--- src/rtl/dab_pkg.sv ---
// Shared constants and types for the DMA address/count register bank.
package dab_pkg;
    localparam int BYTE_W = 8;   // host data path width
    localparam int REG_W  = 16;  // programmed register width
    localparam int NUM_CH = 4;   // channels decoded by offset bits [2:1]
    localparam int CH_W   = 2;   // channel index width
    localparam int IDX_W  = 3;   // register offset width

    // Register kind picked by offset bit 0
    typedef enum logic {
        REG_ADDR  = 1'b0,
        REG_COUNT = 1'b1
    } reg_kind_e;
endpackage

--- src/rtl/dab_byte_ptr.sv ---
// Shared low/high byte pointer.
// Toggles on every register access; a clear request wins over a toggle.
// Assumes access and clear_req are synchronous to clk.
module dab_byte_ptr (
    input  logic clk,
    input  logic rst_n,
    input  logic access,
    input  logic clear_req,
    output logic ptr_hi
);
    // Pointer state: clear, else toggle on access
    always_ff @(posedge clk) begin
        if (!rst_n) begin
            ptr_hi <= 1'b0;
        end else if (clear_req) begin
            ptr_hi <= 1'b0;
        end else if (access) begin
            ptr_hi <= ~ptr_hi;
        end
    end
endmodule

--- src/rtl/dab_port_decode.sv ---
// Host port decoder: strips the variant scaling from the port address and
// splits the offset into channel index and register kind.
// Assumes host_rd/host_wr are single-cycle qualified by host_sel.
module dab_port_decode
    import dab_pkg::*;
#(
    parameter int SHIFT = 0
) (
    input  logic                 host_sel,
    input  logic                 host_rd,
    input  logic                 host_wr,
    input  logic [IDX_W+SHIFT-1:0] host_port,
    output logic                 access,
    output logic                 is_write,
    output logic                 rd_active,
    output logic [CH_W-1:0]      ch_idx,
    output reg_kind_e            kind
);
    logic [IDX_W-1:0] offset;

    // Offset extraction above the scaling bits
    assign offset = host_port[SHIFT +: IDX_W];

    generate
        if (SHIFT > 0) begin : g_scaled
            logic dec_unused_lsb;
            // Low port bits carry no register selection in the scaled variant
            assign dec_unused_lsb = ^host_port[SHIFT-1:0];
        end
    endgenerate

    // Access qualification and field split
    always_comb begin
        access    = host_sel && (host_rd || host_wr);
        is_write  = host_sel && host_wr;
        rd_active = host_sel && host_rd && !host_wr;
        ch_idx    = offset[IDX_W-1:1];
        kind      = reg_kind_e'(offset[0]);
    end
endmodule

--- src/rtl/dab_channel.sv ---
// One channel: programmed start address and length, live current address
// and progress count, and the two host-visible views derived from them.
// Assumes at most one write per cycle; wr_high comes from the shared pointer.
module dab_channel
    import dab_pkg::*;
#(
    parameter int SHIFT = 0,
    localparam int CUR_W = REG_W + SHIFT
) (
    input  logic              clk,
    input  logic              rst_n,
    input  logic              wr_en,
    input  reg_kind_e         wr_kind,
    input  logic              wr_high,
    input  logic [BYTE_W-1:0] wdata,
    input  logic              advance,
    input  logic              dir_down,
    output logic [CUR_W-1:0]  addr_view,
    output logic [CUR_W-1:0]  count_view,
    output logic [REG_W-1:0]  start_addr,
    output logic [CUR_W-1:0]  cur_addr,
    output logic [CUR_W-1:0]  progress
);
    logic [REG_W-1:0] length_q;
    logic [REG_W-1:0] start_nx;
    logic [REG_W-1:0] length_nx;
    logic             restart;

    // Byte merge of the host write into the selected register
    always_comb begin
        start_nx  = start_addr;
        length_nx = length_q;
        if (wr_en) begin
            if (wr_kind == REG_ADDR) begin
                if (wr_high) start_nx[REG_W-1:BYTE_W] = wdata;
                else         start_nx[BYTE_W-1:0]     = wdata;
            end else begin
                if (wr_high) length_nx[REG_W-1:BYTE_W] = wdata;
                else         length_nx[BYTE_W-1:0]     = wdata;
            end
        end
        restart = wr_en && wr_high;
    end

    // Programmed register storage
    always_ff @(posedge clk) begin
        if (!rst_n) begin
            start_addr <= '0;
            length_q   <= '0;
        end else begin
            start_addr <= start_nx;
            length_q   <= length_nx;
        end
    end

    // Live position: restart on high-byte write, else count advances
    always_ff @(posedge clk) begin
        if (!rst_n) begin
            cur_addr <= '0;
            progress <= '0;
        end else if (restart) begin
            cur_addr <= CUR_W'(start_nx) << SHIFT;
            progress <= '0;
        end else if (advance) begin
            progress <= progress + 1'b1;
        end
    end

    // Host views: moving address and remaining length
    always_comb begin
        addr_view  = dir_down ? (cur_addr - progress) : (cur_addr + progress);
        count_view = (CUR_W'(length_q) << SHIFT) - progress;
    end
endmodule

--- src/rtl/dab_read_select.sv ---
// Read path: picks the channel view, removes the variant scaling and
// returns the byte named by the shared pointer; zero outside reads.
module dab_read_select
    import dab_pkg::*;
#(
    parameter int SHIFT = 0,
    localparam int CUR_W = REG_W + SHIFT
) (
    input  logic [NUM_CH-1:0][CUR_W-1:0] addr_views,
    input  logic [NUM_CH-1:0][CUR_W-1:0] count_views,
    input  logic [CH_W-1:0]              ch_idx,
    input  reg_kind_e                    kind,
    input  logic                         ptr_hi,
    input  logic                         rd_active,
    output logic [BYTE_W-1:0]            rdata
);
    logic [CUR_W-1:0] picked;
    logic [CUR_W-1:0] unscaled;

    // View selection, descaling and byte pick
    always_comb begin
        picked   = (kind == REG_COUNT) ? count_views[ch_idx] : addr_views[ch_idx];
        unscaled = picked >> SHIFT;
        if (!rd_active)  rdata = '0;
        else if (ptr_hi) rdata = unscaled[REG_W-1:BYTE_W];
        else             rdata = unscaled[BYTE_W-1:0];
    end
endmodule

--- src/rtl/dma_addr_count_bank.sv ---
// DMA address/count register bank, top level.
// Four channels behind a byte-wide host port with one shared byte pointer.
// WIDE=1 selects the scaled variant (even port offsets, values one bit up).
// Assumes the transfer engine raises advance[i] once per moved unit.
module dma_addr_count_bank
    import dab_pkg::*;
#(
    parameter int WIDE = 0
) (
    input  logic                clk,
    input  logic                rst_n,
    input  logic                host_sel,
    input  logic                host_rd,
    input  logic                host_wr,
    input  logic [IDX_W+WIDE-1:0] host_port,
    input  logic [BYTE_W-1:0]   host_wdata,
    output logic [BYTE_W-1:0]   host_rdata,
    input  logic                ptr_clear,
    input  logic [NUM_CH-1:0]   advance,
    input  logic [NUM_CH-1:0]   dir_down
);
    localparam int SHIFT = WIDE;
    localparam int CUR_W = REG_W + SHIFT;

    logic                         acc;
    logic                         is_write;
    logic                         rd_active;
    logic [CH_W-1:0]              ch_idx;
    reg_kind_e                    kind;
    logic                         ptr_hi;
    logic [NUM_CH-1:0]            ch_wr;
    logic [NUM_CH-1:0][CUR_W-1:0] addr_views;
    logic [NUM_CH-1:0][CUR_W-1:0] count_views;
    logic [NUM_CH-1:0][REG_W-1:0] start_addrs;
    logic [NUM_CH-1:0][CUR_W-1:0] cur_addrs;
    logic [NUM_CH-1:0][CUR_W-1:0] progs;

    dab_port_decode #(.SHIFT(SHIFT)) u_dec (
        .host_sel  (host_sel),
        .host_rd   (host_rd),
        .host_wr   (host_wr),
        .host_port (host_port),
        .access    (acc),
        .is_write  (is_write),
        .rd_active (rd_active),
        .ch_idx    (ch_idx),
        .kind      (kind)
    );

    dab_byte_ptr u_ptr (
        .clk       (clk),
        .rst_n     (rst_n),
        .access    (acc),
        .clear_req (ptr_clear),
        .ptr_hi    (ptr_hi)
    );

    generate
        for (genvar i = 0; i < NUM_CH; i++) begin : g_ch
            // Per-channel write enable from the decoded index
            assign ch_wr[i] = is_write && (ch_idx == CH_W'(i));

            dab_channel #(.SHIFT(SHIFT)) u_chan (
                .clk        (clk),
                .rst_n      (rst_n),
                .wr_en      (ch_wr[i]),
                .wr_kind    (kind),
                .wr_high    (ptr_hi),
                .wdata      (host_wdata),
                .advance    (advance[i]),
                .dir_down   (dir_down[i]),
                .addr_view  (addr_views[i]),
                .count_view (count_views[i]),
                .start_addr (start_addrs[i]),
                .cur_addr   (cur_addrs[i]),
                .progress   (progs[i])
            );
        end
    endgenerate

    dab_read_select #(.SHIFT(SHIFT)) u_rd (
        .addr_views  (addr_views),
        .count_views (count_views),
        .ch_idx      (ch_idx),
        .kind        (kind),
        .ptr_hi      (ptr_hi),
        .rd_active   (rd_active),
        .rdata       (host_rdata)
    );
endmodule

--- config.mk ---
export PLATFORM = sky130hd
export DESIGN_NAME = dma_addr_count_bank
export DESIGN_NICKNAME = d
export VERILOG_FILES = /design/src/rtl/dab_pkg.sv /design/src/rtl/dab_byte_ptr.sv /design/src/rtl/dab_port_decode.sv /design/src/rtl/dab_channel.sv /design/src/rtl/dab_read_select.sv /design/src/rtl/dma_addr_count_bank.sv
export SDC_FILE = /design/constraint.sdc
export NUM_CORES = 1
export LEC_CHECK = 0
export ABC_AREA = 0
export CAP_MARGIN = 10
export CORE_ASPECT_RATIO = 1.2
export CORE_UTILIZATION = 40
export CTS_BUF_LIST = sky130_fd_sc_hd__clkbuf_8
export CTS_CLUSTER_SIZE = 25
export DETAILED_ROUTE_END_ITERATION = 7
export DONT_BUFFER_PORTS = 1
export GPL_ROUTABILITY_DRIVEN = 0
export HOLD_SLACK_MARGIN = 0.02
export PLACE_DENSITY_LB_ADDON = 0.12
export REMOVE_ABC_BUFFERS = 1
export SLEW_MARGIN = 20
export SYNTH_ARGS = -nofsm -noshare
export SYNTH_HDL_FRONTEND = slang
export SYNTH_SLANG_ARGS = --single-unit
--- constraint.sdc ---
create_clock -name clk -period 4.96 [get_ports clk]
set_clock_uncertainty 0.1 [all_clocks]
set_input_delay 0.496 -clock clk [delete_from_list [all_inputs] [get_ports clk]]
set_output_delay 0.496 -clock clk [all_outputs]
set_load 0.02 [all_outputs]
==> results_dict.tcl, run 1 <==
set metrics [dict create \
    hold_viol 0 \
    status "finished, final reports clean" \
    power_frac_clock 0.379 \
    worstSetupPathType "register to output pin" \
    worst_pin_slew_ns 1.07 \
    rsz0062_at_grt "true" \
    synth_top_area_cell "dfxtp_1" \
    grt_overflow_total 0 \
    synthCells 2014 \
    htreeDepth 2 \
    p_switching_uw 1840 \
    maxSlewViolCount 0 \
    ys_seq_area_frac 0.299 \
    grt_antenna_before_repair 4 \
    clk_pin_slew_ns 0.06 \
    critPathLaunchType "register" \
    holdPathStages 2 \
    synth_edf_count 0 \
    crit_slowest_cell "or4_4" \
    path_cells "or4_4 > nor2_4 > nor2_1 > xnor2_1 > ha_2 > or4_1 > o21ai_2 > a21oi_2 > a21o_1 > a21oi_2 > xor2_1 > mux4_2 > mux2_4 > o21ai_4" \
    cp_data_arrival_time_ns 4.27 \
    synth_ff_type "dfxtp_1" \
    yosys-top-cells-area "dfxtp_1, ha_1, xnor2_1" \
    worstPathRequired_ns 4.36 \
    wl_per_cell_um 22.9 \
    die_h_um 229 \
    holdWs_ns 0.0472 \
    p_leak_uw 0.00757 \
    ys_ff_latch 257 \
    vias_per_cell 5.67 \
    cp-end-kind "output pin" \
    fmax_mhz 206 \
    grt_pass1_wl_um 89400 \
    mappedNetlistArea_um2 17200 \
    die_w_um 191 \
    die_area_um2 43900 \
    slowest_delay_ns 0.56 \
    crit_top_cell "a21oi_2" \
    ant_nets 0 \
    place_area_um2 17700 \
    coreArea_um2 42200 \
    period_share 0.981 \
    p_int_uw 3930 \
    cts_tree "built" \
    synth.distinct_cells 84 \
    initial_utilization 0.409 \
    hpwlAfterDp_um 40500 \
    yosysMostFrequentCell "dfxtp_1" \
    relSlewSlack 0.285 \
    async_flop_share 0 \
    grt_max_degree 129 \
    instances_no_fill 2619 \
    drc_errors 0 \
    grt_use_total 0.274 \
    cts_buffers 45 \
    pin_count 33 \
    io_buffers 0 \
    synth_top_area_frac 0.299 \
    pwr-share-comb 0.255 \
    cts_root_buf "clkbuf_8" \
    grt_pass1_vias 14300 \
    cp_max_fo 7 \
    finalCriticalPeriod_ns 4.86 \
    num_vias 14900 \
    clock_sinks 257 \
    cts_buffer_depth 3 \
    maxCapViolations 0 \
    dp_cells 2495 \
    ys_top_cells_by_count "dfxtp_1, nor2_1, xnor2_1" \
    yosys_warnings 0 \
    wirelength_um 60100 \
    insertion_delay_ns 0.59 \
    layout.nets 2197 \
    vdd_drop_max_mv 0.181 \
    finalSetupViolations 0 \
    syn_avg_cell_area_um2 8.56 \
    drive_gt1_frac 0.106 \
    worstHoldPathType "input pin to register" \
    power.total_uw 5760 \
    dr.pass1.iters 5 \
    r2r_slack_ns 2.15 \
    power_density_nw_per_um2 296 \
    r2r_cells 7 \
    num_rows 82 \
    drt_iter0_markers 942 \
    power_frac_seq 0.366 \
    p_sw_frac 0.319 \
    syn_to_final_growth_pct 13.1 \
    fin_area_um2 19500 \
]
routing by layer:
metal,wire length [um],GRT usage,vias up
met2,29000,0.469,370
met3,3270,0.0484,117
met1,25800,0.342,7122
met4,2040,0.0940,2
met5,11,0,-
li1,-,-,7244
power by group through the flow:
stage	combinational [uW]	sequential (uW)	clock (uW)
2_1_floorplan	910	2140	0
3_3_place_gp	1280	2150	0
5_1_grt	1560	2110	2330
4_1_cts	1400	2110	2240
6_report	1470	2110	2190
3_5_place_dp	1280	2150	0
stage by stage:
stage / TNS [ns] / setup WS, ns / utilization
2_1_floorplan: 0 / 0.935 / -
3_3_place_gp: 0 / 0.401 / 0.421
3_5_place_dp: 0 / 0.393 / 0.421
4_1_cts: -0.0136 / -0.0136 / 0.456
5_1_grt: -0.126 / -0.0713 / 0.462
6_report: 0 / 0.0953 / 0.462
final cells by class:
type,count,area (um2)
diodes,3,7.51
clock buffers,60,826
clock inverters,21,174
fillers,4182,22700
inverters,102,383
multi-input cells,1571,11600
flip-flops and latches,257,5160
well taps,546,683
repair buffers,59,628
path summary, 6_finish.rpt:
check,start,to
max,g_ch[2].u_chan.progress[3]$_SDFFE_PP0P_,host_rdata[1]
min,host_wdata[5],g_ch[1].u_chan.start_addr[13]$_SDFF_PN0_
max reg2reg,u_ptr.ptr_hi$_SDFFE_PP0P_,g_ch[2].u_chan.length_q[9]$_SDFFE_PN0P_
min reg2reg,g_ch[0].u_chan.cur_addr[0]$_SDFFE_PN0P_,g_ch[0].u_chan.cur_addr[0]$_SDFFE_PN0P_
state kept, by name, summed over array words and instances, names as in the netlist:
register,count
u_ptr.ptr_hi,1
g_ch.u_chan.cur_addr,64
g_ch.u_chan.length_q,64
g_ch.u_chan.progress,64
g_ch.u_chan.start_addr,64
cell families after synthesis:
group	count (synthesis)	share of synthesized area
and+or+nand+nor	652	0.184
AOI/OAI and AO/OA	467	0.195
DFF	257	0.299
xor gates and xnor gates	216	0.110
buffers and inverters	186	0.0412
adders and majority gates	136	0.102
muxes	100	0.0687
cells in the final DEF (no fill, tap or decap), drive strengths merged, types with 15 or more instances in the layout:
master	synthesis	layout
nand4	22	22
a31oi	23	23
a21boi	64	64
a21o	25	25
mux2i	83	83
o21ai	60	60
xnor2	171	171
buf	13	38
ha	128	128
nand3	101	101
dfxtp	257	257
nor2b	78	78
nor3	43	43
clkbuf	71	60
a21oi	94	94
and3	15	15
nand2	157	157
xor2	45	45
o21a	26	26
o22a	62	62
nor2	173	173
inv	100	109
dlygate4sd3	0	21
what timing repair did:
item | in CTS | in global routing
gates resized for setup | 14 | 55
setup buffers | 0 | 9
hold endpoints to repair | 142 | 0
hold buffers | 31 | 0
pin swaps | 2 | 18
endpoints found under the setup margin | 5 | 7
worst max-delay path: cells and delay by family, from the launching register on:
kind	cells	cell delay [ns]
adders and majority gates	1	0.20
AOI/OAI and AO/OA	5	0.79
and+or+nand+nor	4	1.27
xor gates and xnor gates	2	0.23
DFF	1	0.36
muxes	2	0.81
No activity file was read; power rests on OpenSTA's default activity.
==> run 2, diff against run 1 <==
--- a/config.mk
+++ b/config.mk
@@ -8,7 +8,7 @@
 export ABC_AREA = 0
 export CAP_MARGIN = 10
 export CORE_ASPECT_RATIO = 1.2
-export CORE_UTILIZATION = 40
+export CORE_UTILIZATION = 30
 export CTS_BUF_LIST = sky130_fd_sc_hd__clkbuf_8
 export CTS_CLUSTER_SIZE = 25
 export DETAILED_ROUTE_END_ITERATION = 7
==> run 2 against run 1 <==
Net effect:
- the run now ends with design-rule violations left
- die area is 33% higher
- combinational power hardly changed
- wire length is 5.3% higher
- via count is 0.19% lower
- final area is 1.3% higher
- power is 1.0% higher
- critical path type unchanged
- utilization is 11 points lower
- critical path depth stayed put
- largest power group unchanged
==> results_dict.tcl, run 2 (synthesis gave the netlist of run 1 again) <==
set metrics [dict create \
    dr.pass1.iters 7 \
    ant_nets 0 \
    die_w_um 221 \
    initial_utilization 0.306 \
    num_vias 14800 \
    drc_errors 6 \
    grt_overflow_total 0 \
    worst_slack_ns 0.132 \
    p_sw_frac 0.319 \
    final_cell_mix "dfxtp_1, xnor2_1, nor2_1, nand2_1, ha_1" \
    layout_commonest_cell "dfxtp_1" \
    htreeDepth 2 \
    final_util 0.350 \
    wirelength_um 63300 \
    violations "design-rule violations" \
    pre_cts_ws_ns 0.346 \
    cts_buffers 47 \
    crit_top_cell "or4_4" \
    die_h_um 265 \
    crit_start "g_ch[2].u_chan.progress[3]$_SDFFE_PP0P_" \
    cp_max_fo 6 \
    n_fill_cell 5871 \
    fmax_mhz 207 \
    holdWs_ns 0.0681 \
    hpwlAfterDp_um 44000 \
    power_density_nw_per_um2 295 \
    p_leak_uw 0.00762 \
    pin_count 33 \
    pwr-share-comb 0.255 \
    setup-tns-final_ns 0 \
    relSlewSlack 0.317 \
    cp_data_arrival_time_ns 4.23 \
    cp_top_family "simple AND/OR/NAND/NOR gates" \
    drt_iter0_markers 945 \
    vias_per_cell 5.30 \
    power_frac_clock 0.383 \
    coreArea_um2 56300 \
    cp-end-kind "output pin" \
    vdd_drop_max_mv 0.135 \
    cts_root_buf "clkbuf_8" \
    num_rows 95 \
    worstPathRequired_ns 4.36 \
    grt_use_total 0.217 \
    min_from "advance[1]" \
    grt_pass1_wl_um 93500 \
    worstHoldPathType "input pin to register" \
    power_frac_seq 0.362 \
    status "finished with violations" \
    place_area_um2 18000 \
    crit_slowest_cell "or4_4" \
    rsz0062_at_grt "true" \
    io_buffers 0 \
    p_switching_uw 1860 \
    cts_buffer_depth 3 \
    r2r-start "u_ptr.ptr_hi$_SDFFE_PP0P_" \
    die_area_um2 58400 \
    layout.nets 2198 \
    path_cells "or4_4 > nor2_4 > nor2_1 > xnor2_1 > ha_2 > or4_4 > o21ai_2 > a21oi_4 > a21o_1 > a21oi_2 > xor2_2 > mux4_2 > mux2_4 > o21ai_4" \
    grt_max_degree 119 \
    multi_input_area_um2 11600 \
    maxCapViolations 0 \
    fin_area_um2 19700 \
    cp_num_buf_inv 0 \
    seq_area_um2 5170 \
    hold_viol 0 \
    maxSlewViolCount 0 \
    insertion_delay_ns 0.61 \
    drive_gt1_frac 0.110 \
    cts_tree "built" \
    p_int_uw 3970 \
    finalCriticalPeriod_ns 4.83 \
    worst_pin_slew_ns 1.02 \
    period_share 0.973 \
    clock_sinks 257 \
    worstSetupPathType "register to output pin" \
    syn_to_final_growth_pct 14.5 \
    slowest_delay_ns 0.55 \
    critPathLaunchType "register" \
    grt_antenna_before_repair 5 \
    wl_per_cell_um 22.6 \
    clk_pin_slew_ns 0.06 \
    finalSetupViolations 0 \
    grt_pass1_vias 14600 \
]
## run 2: final cells by class
class / count / area share
inverters: 102 / 0.0194
well taps: 727 / 0.0461
clock buffers: 59 / 0.0412
multi-input cells: 1571 / 0.590
flip-flops and latches: 257 / 0.262
repair buffers: 58 / 0.0308
diodes: 2 / 0.000254
clock inverters: 23 / 0.0102
## run 2: timing repair
item / CTS / global route
setup buffers: 0 / 9
gates resized for setup: 24 / 54
endpoints found under the setup margin: 7 / 7
endpoints found under the hold margin: 141 / 0
pin swaps: 6 / 22
hold buffers: 24 / 0
## run 2: worst min-delay path: stages
cell and delay, ns:
nand4_1 0.10, xnor2_1 0.08, nor2_1 0.07
## run 2: path summary, 6_finish.rpt
path                            slack (ns)  cells after the start                                  endpoint
worst max-delay path                  0.13                     14                             host_rdata[1]
worst min-delay path                  0.07                      3   g_ch[1].u_chan.progress[4]$_SDFFE_PP0P_
worst max register to register        1.40                      8  g_ch[1].u_chan.length_q[13]$_SDFFE_PN0P_
worst min register to register        0.37                      2   g_ch[2].u_chan.start_addr[1]$_SDFF_PN0_
## run 2: power by group through the flow
stage                     logic, uW  clock network [uW]  registers (uW)
after detailed placement       1320                   0            2150
after global routing           1590                2380            2110
after floorplan                 910                   0            2140
after global placement         1320                   0            2150
final                          1480                2230            2110
after CTS                      1440                2300            2110
## run 2: per-stage QoR
stage | cells | power [uW]
after detailed placement | 2682 | 3470
after CTS | 2788 | 5840
after global routing | 2798 | 6080
after global placement | 2682 | 3470
after floorplan | 1930 | 3050
final | 2799 | 5820
## run 2: layer usage
metal	up-vias	global-route usage	wire, um
met5	-	0	0
met4	0	0.0726	1990
met3	90	0.0342	2950
met2	317	0.366	30600
met1	7194	0.277	27700
li1	7226	-	-
==> run 3, diff against run 2 <==
==> constraint.sdc (replaced) <==
create_clock -name clk -period 4.8 [get_ports clk]
set_clock_uncertainty 0.1 [all_clocks]
set_input_delay 0.48 -clock clk [delete_from_list [all_inputs] [get_ports clk]]
set_output_delay 0.48 -clock clk [all_outputs]
set_load 0.02 [all_outputs]
==> run 3 against run 2 <==
Net effect:
- the run still ends with design-rule violations left
- final area up 1.7%
- setup slack lost 0.020 ns
- critical path type unchanged
- clock power decreased by 2%
==> results_dict.tcl, run 3 (synthesis gave the netlist of run 1 again) <==
set metrics [dict create \
    drive_gt1_frac 0.141 \
    grt_pass1_vias 14600 \
    n_fill_cell 5869 \
    grt_pass1_wl_um 92600 \
    worstHoldPathType "input pin to register" \
    final_cell_mix "dfxtp_1, xnor2_1, nor2_1, nand2_1, ha_1" \
    maxCapViolations 0 \
    setup-tns-final_ns 0 \
    status "finished with violations" \
    die_area_um2 58400 \
    num_rows 95 \
    dr.pass1.iters 7 \
    clk_pin_slew_ns 0.06 \
    grt_use_total 0.213 \
    layout_commonest_cell "dfxtp_1" \
    vias_per_cell 5.26 \
    num_vias 14800 \
    dp_cells 2685 \
    critPathLaunchType "register" \
    die_w_um 221 \
    relSlewSlack 0.335 \
    grt_max_degree 129 \
    layout.nets 2221 \
    wirelength_um 62500 \
    cts_buffers 49 \
    violations "design-rule violations" \
    hpwlAfterDp_um 44200 \
    htreeDepth 2 \
    cts_buffer_depth 3 \
    cp-end-kind "output pin" \
    die_h_um 265 \
    vdd_drop_max_mv 0.142 \
    seq_area_um2 5170 \
    p_leak_uw 0.00774 \
    worstPathRequired_ns 4.22 \
    worstSetupPathType "register to output pin" \
    instances_no_fill 2820 \
    multi_input_area_um2 11900 \
    syn_to_final_growth_pct 16.5 \
    slowest_delay_ns 0.57 \
    hold_viol 0 \
    power_density_nw_per_um2 298 \
    pin_count 33 \
    rsz0062_at_grt "true" \
    maxSlewViolCount 0 \
    cp_max_fo 3 \
    grt_overflow_total 0 \
    finalSetupViolations 0 \
    crit_top_cell "a21oi_2" \
    grt_antenna_before_repair 1 \
    initial_utilization 0.306 \
    final_util 0.356 \
    wl_per_cell_um 22.2 \
    coreArea_um2 56300 \
    fmax_mhz 213 \
    ant_nets 0 \
    drt_iter0_markers 936 \
    period_share 0.977 \
    clock_sinks 257 \
    finalCriticalPeriod_ns 4.69 \
    drc_errors 3 \
    worst_pin_slew_ns 0.994 \
    path_cells "or4_4 > nor2_4 > nor2_2 > xnor2_1 > ha_2 > or4_1 > o21ai_1 > a21oi_2 > a21o_1 > a21oi_2 > xor2_1 > mux4_2 > mux2_4 > o21ai_4" \
    cts_tree "built" \
    insertion_delay_ns 0.62 \
    cp_data_arrival_time_ns 4.11 \
    cts_root_buf "clkbuf_8" \
    power.total_uw 5980 \
    io_buffers 0 \
    crit_slowest_cell "or4_4" \
]
==> run 3: metrics by stage <==
step,worst slack (ns),hold slack (ns),area (um2)
finish,0.111,0.0746,20100
global route,-0.0474,0.0512,20100
CTS,-0.0525,0.0212,19500
detailed placement,0.322,0.361,18000
global placement,0.336,0.357,18000
floorplan,0.791,0.336,16900
==> run 3: path summary, 6_finish.rpt <==
| kind | slack, ns | from | cells past startpoint | to |
|---|---|---|---|---|
| max | 0.11 | g_ch[2].u_chan.progress[5]$_SDFFE_PP0P_ | 14 | host_rdata[1] |
| min | 0.07 | advance[1] | 3 | g_ch[1].u_chan.progress[3]$_SDFFE_PP0P_ |
| max reg2reg | 2.10 | u_ptr.ptr_hi$_SDFFE_PP0P_ | 7 | g_ch[2].u_chan.length_q[13]$_SDFFE_PN0P_ |
| min reg2reg | 0.37 | g_ch[1].u_chan.length_q[13]$_SDFFE_PN0P_ | 2 | g_ch[1].u_chan.length_q[13]$_SDFFE_PN0P_ |
==> run 3: critical path: cells and delay by family, from the launching register on <==
family                   cells  cell delay [ns]
AND/OR/NAND/NOR              4             1.22
multiplexers                 2             0.79
AO/OA/AOI/OAI                5             0.75
flip-flops                   1             0.32
XOR/XNOR                     2             0.22
adder cells (fa/ha/maj)      1             0.19
==> run 3: area by class of cell <==
class	count	area share
repair buffers	79	0.0375
well taps	727	0.0453
flip-flops and latches	257	0.258
clock buffers	58	0.0398
inverters	102	0.0192
clock inverters	25	0.00817
diodes	1	0.000125
multi-input cells	1571	0.592
==> run 3: routing by layer <==
layer  vias to the layer above  GRT usage  wire, um
met4                         0     0.0670      1650
met2                       286      0.366     30800
li1                       7273          -         -
met3                        79     0.0322      2710
met1                      7202      0.270     27300
met5                         -          0         0
==> run 3: timing repair <==
| action | in CTS | in global routing |
|---|---|---|
| endpoints found under the hold margin | 144 | 0 |
| resized for setup | 43 | 91 |
| endpoints found under the setup margin | 7 | 6 |
| setup buffers | 9 | 25 |
| hold buffers | 18 | 0 |
| pin swaps | 18 | 58 |
==> run 3: power by group <==
group | leakage (uW) | internal (uW) | switching [uW]
clock network | 0.000546 | 1200 | 993
registers | 0.00208 | 2150 | 21.5
logic | 0.00511 | 678 | 934
total | 0.00774 | 4030 | 1950
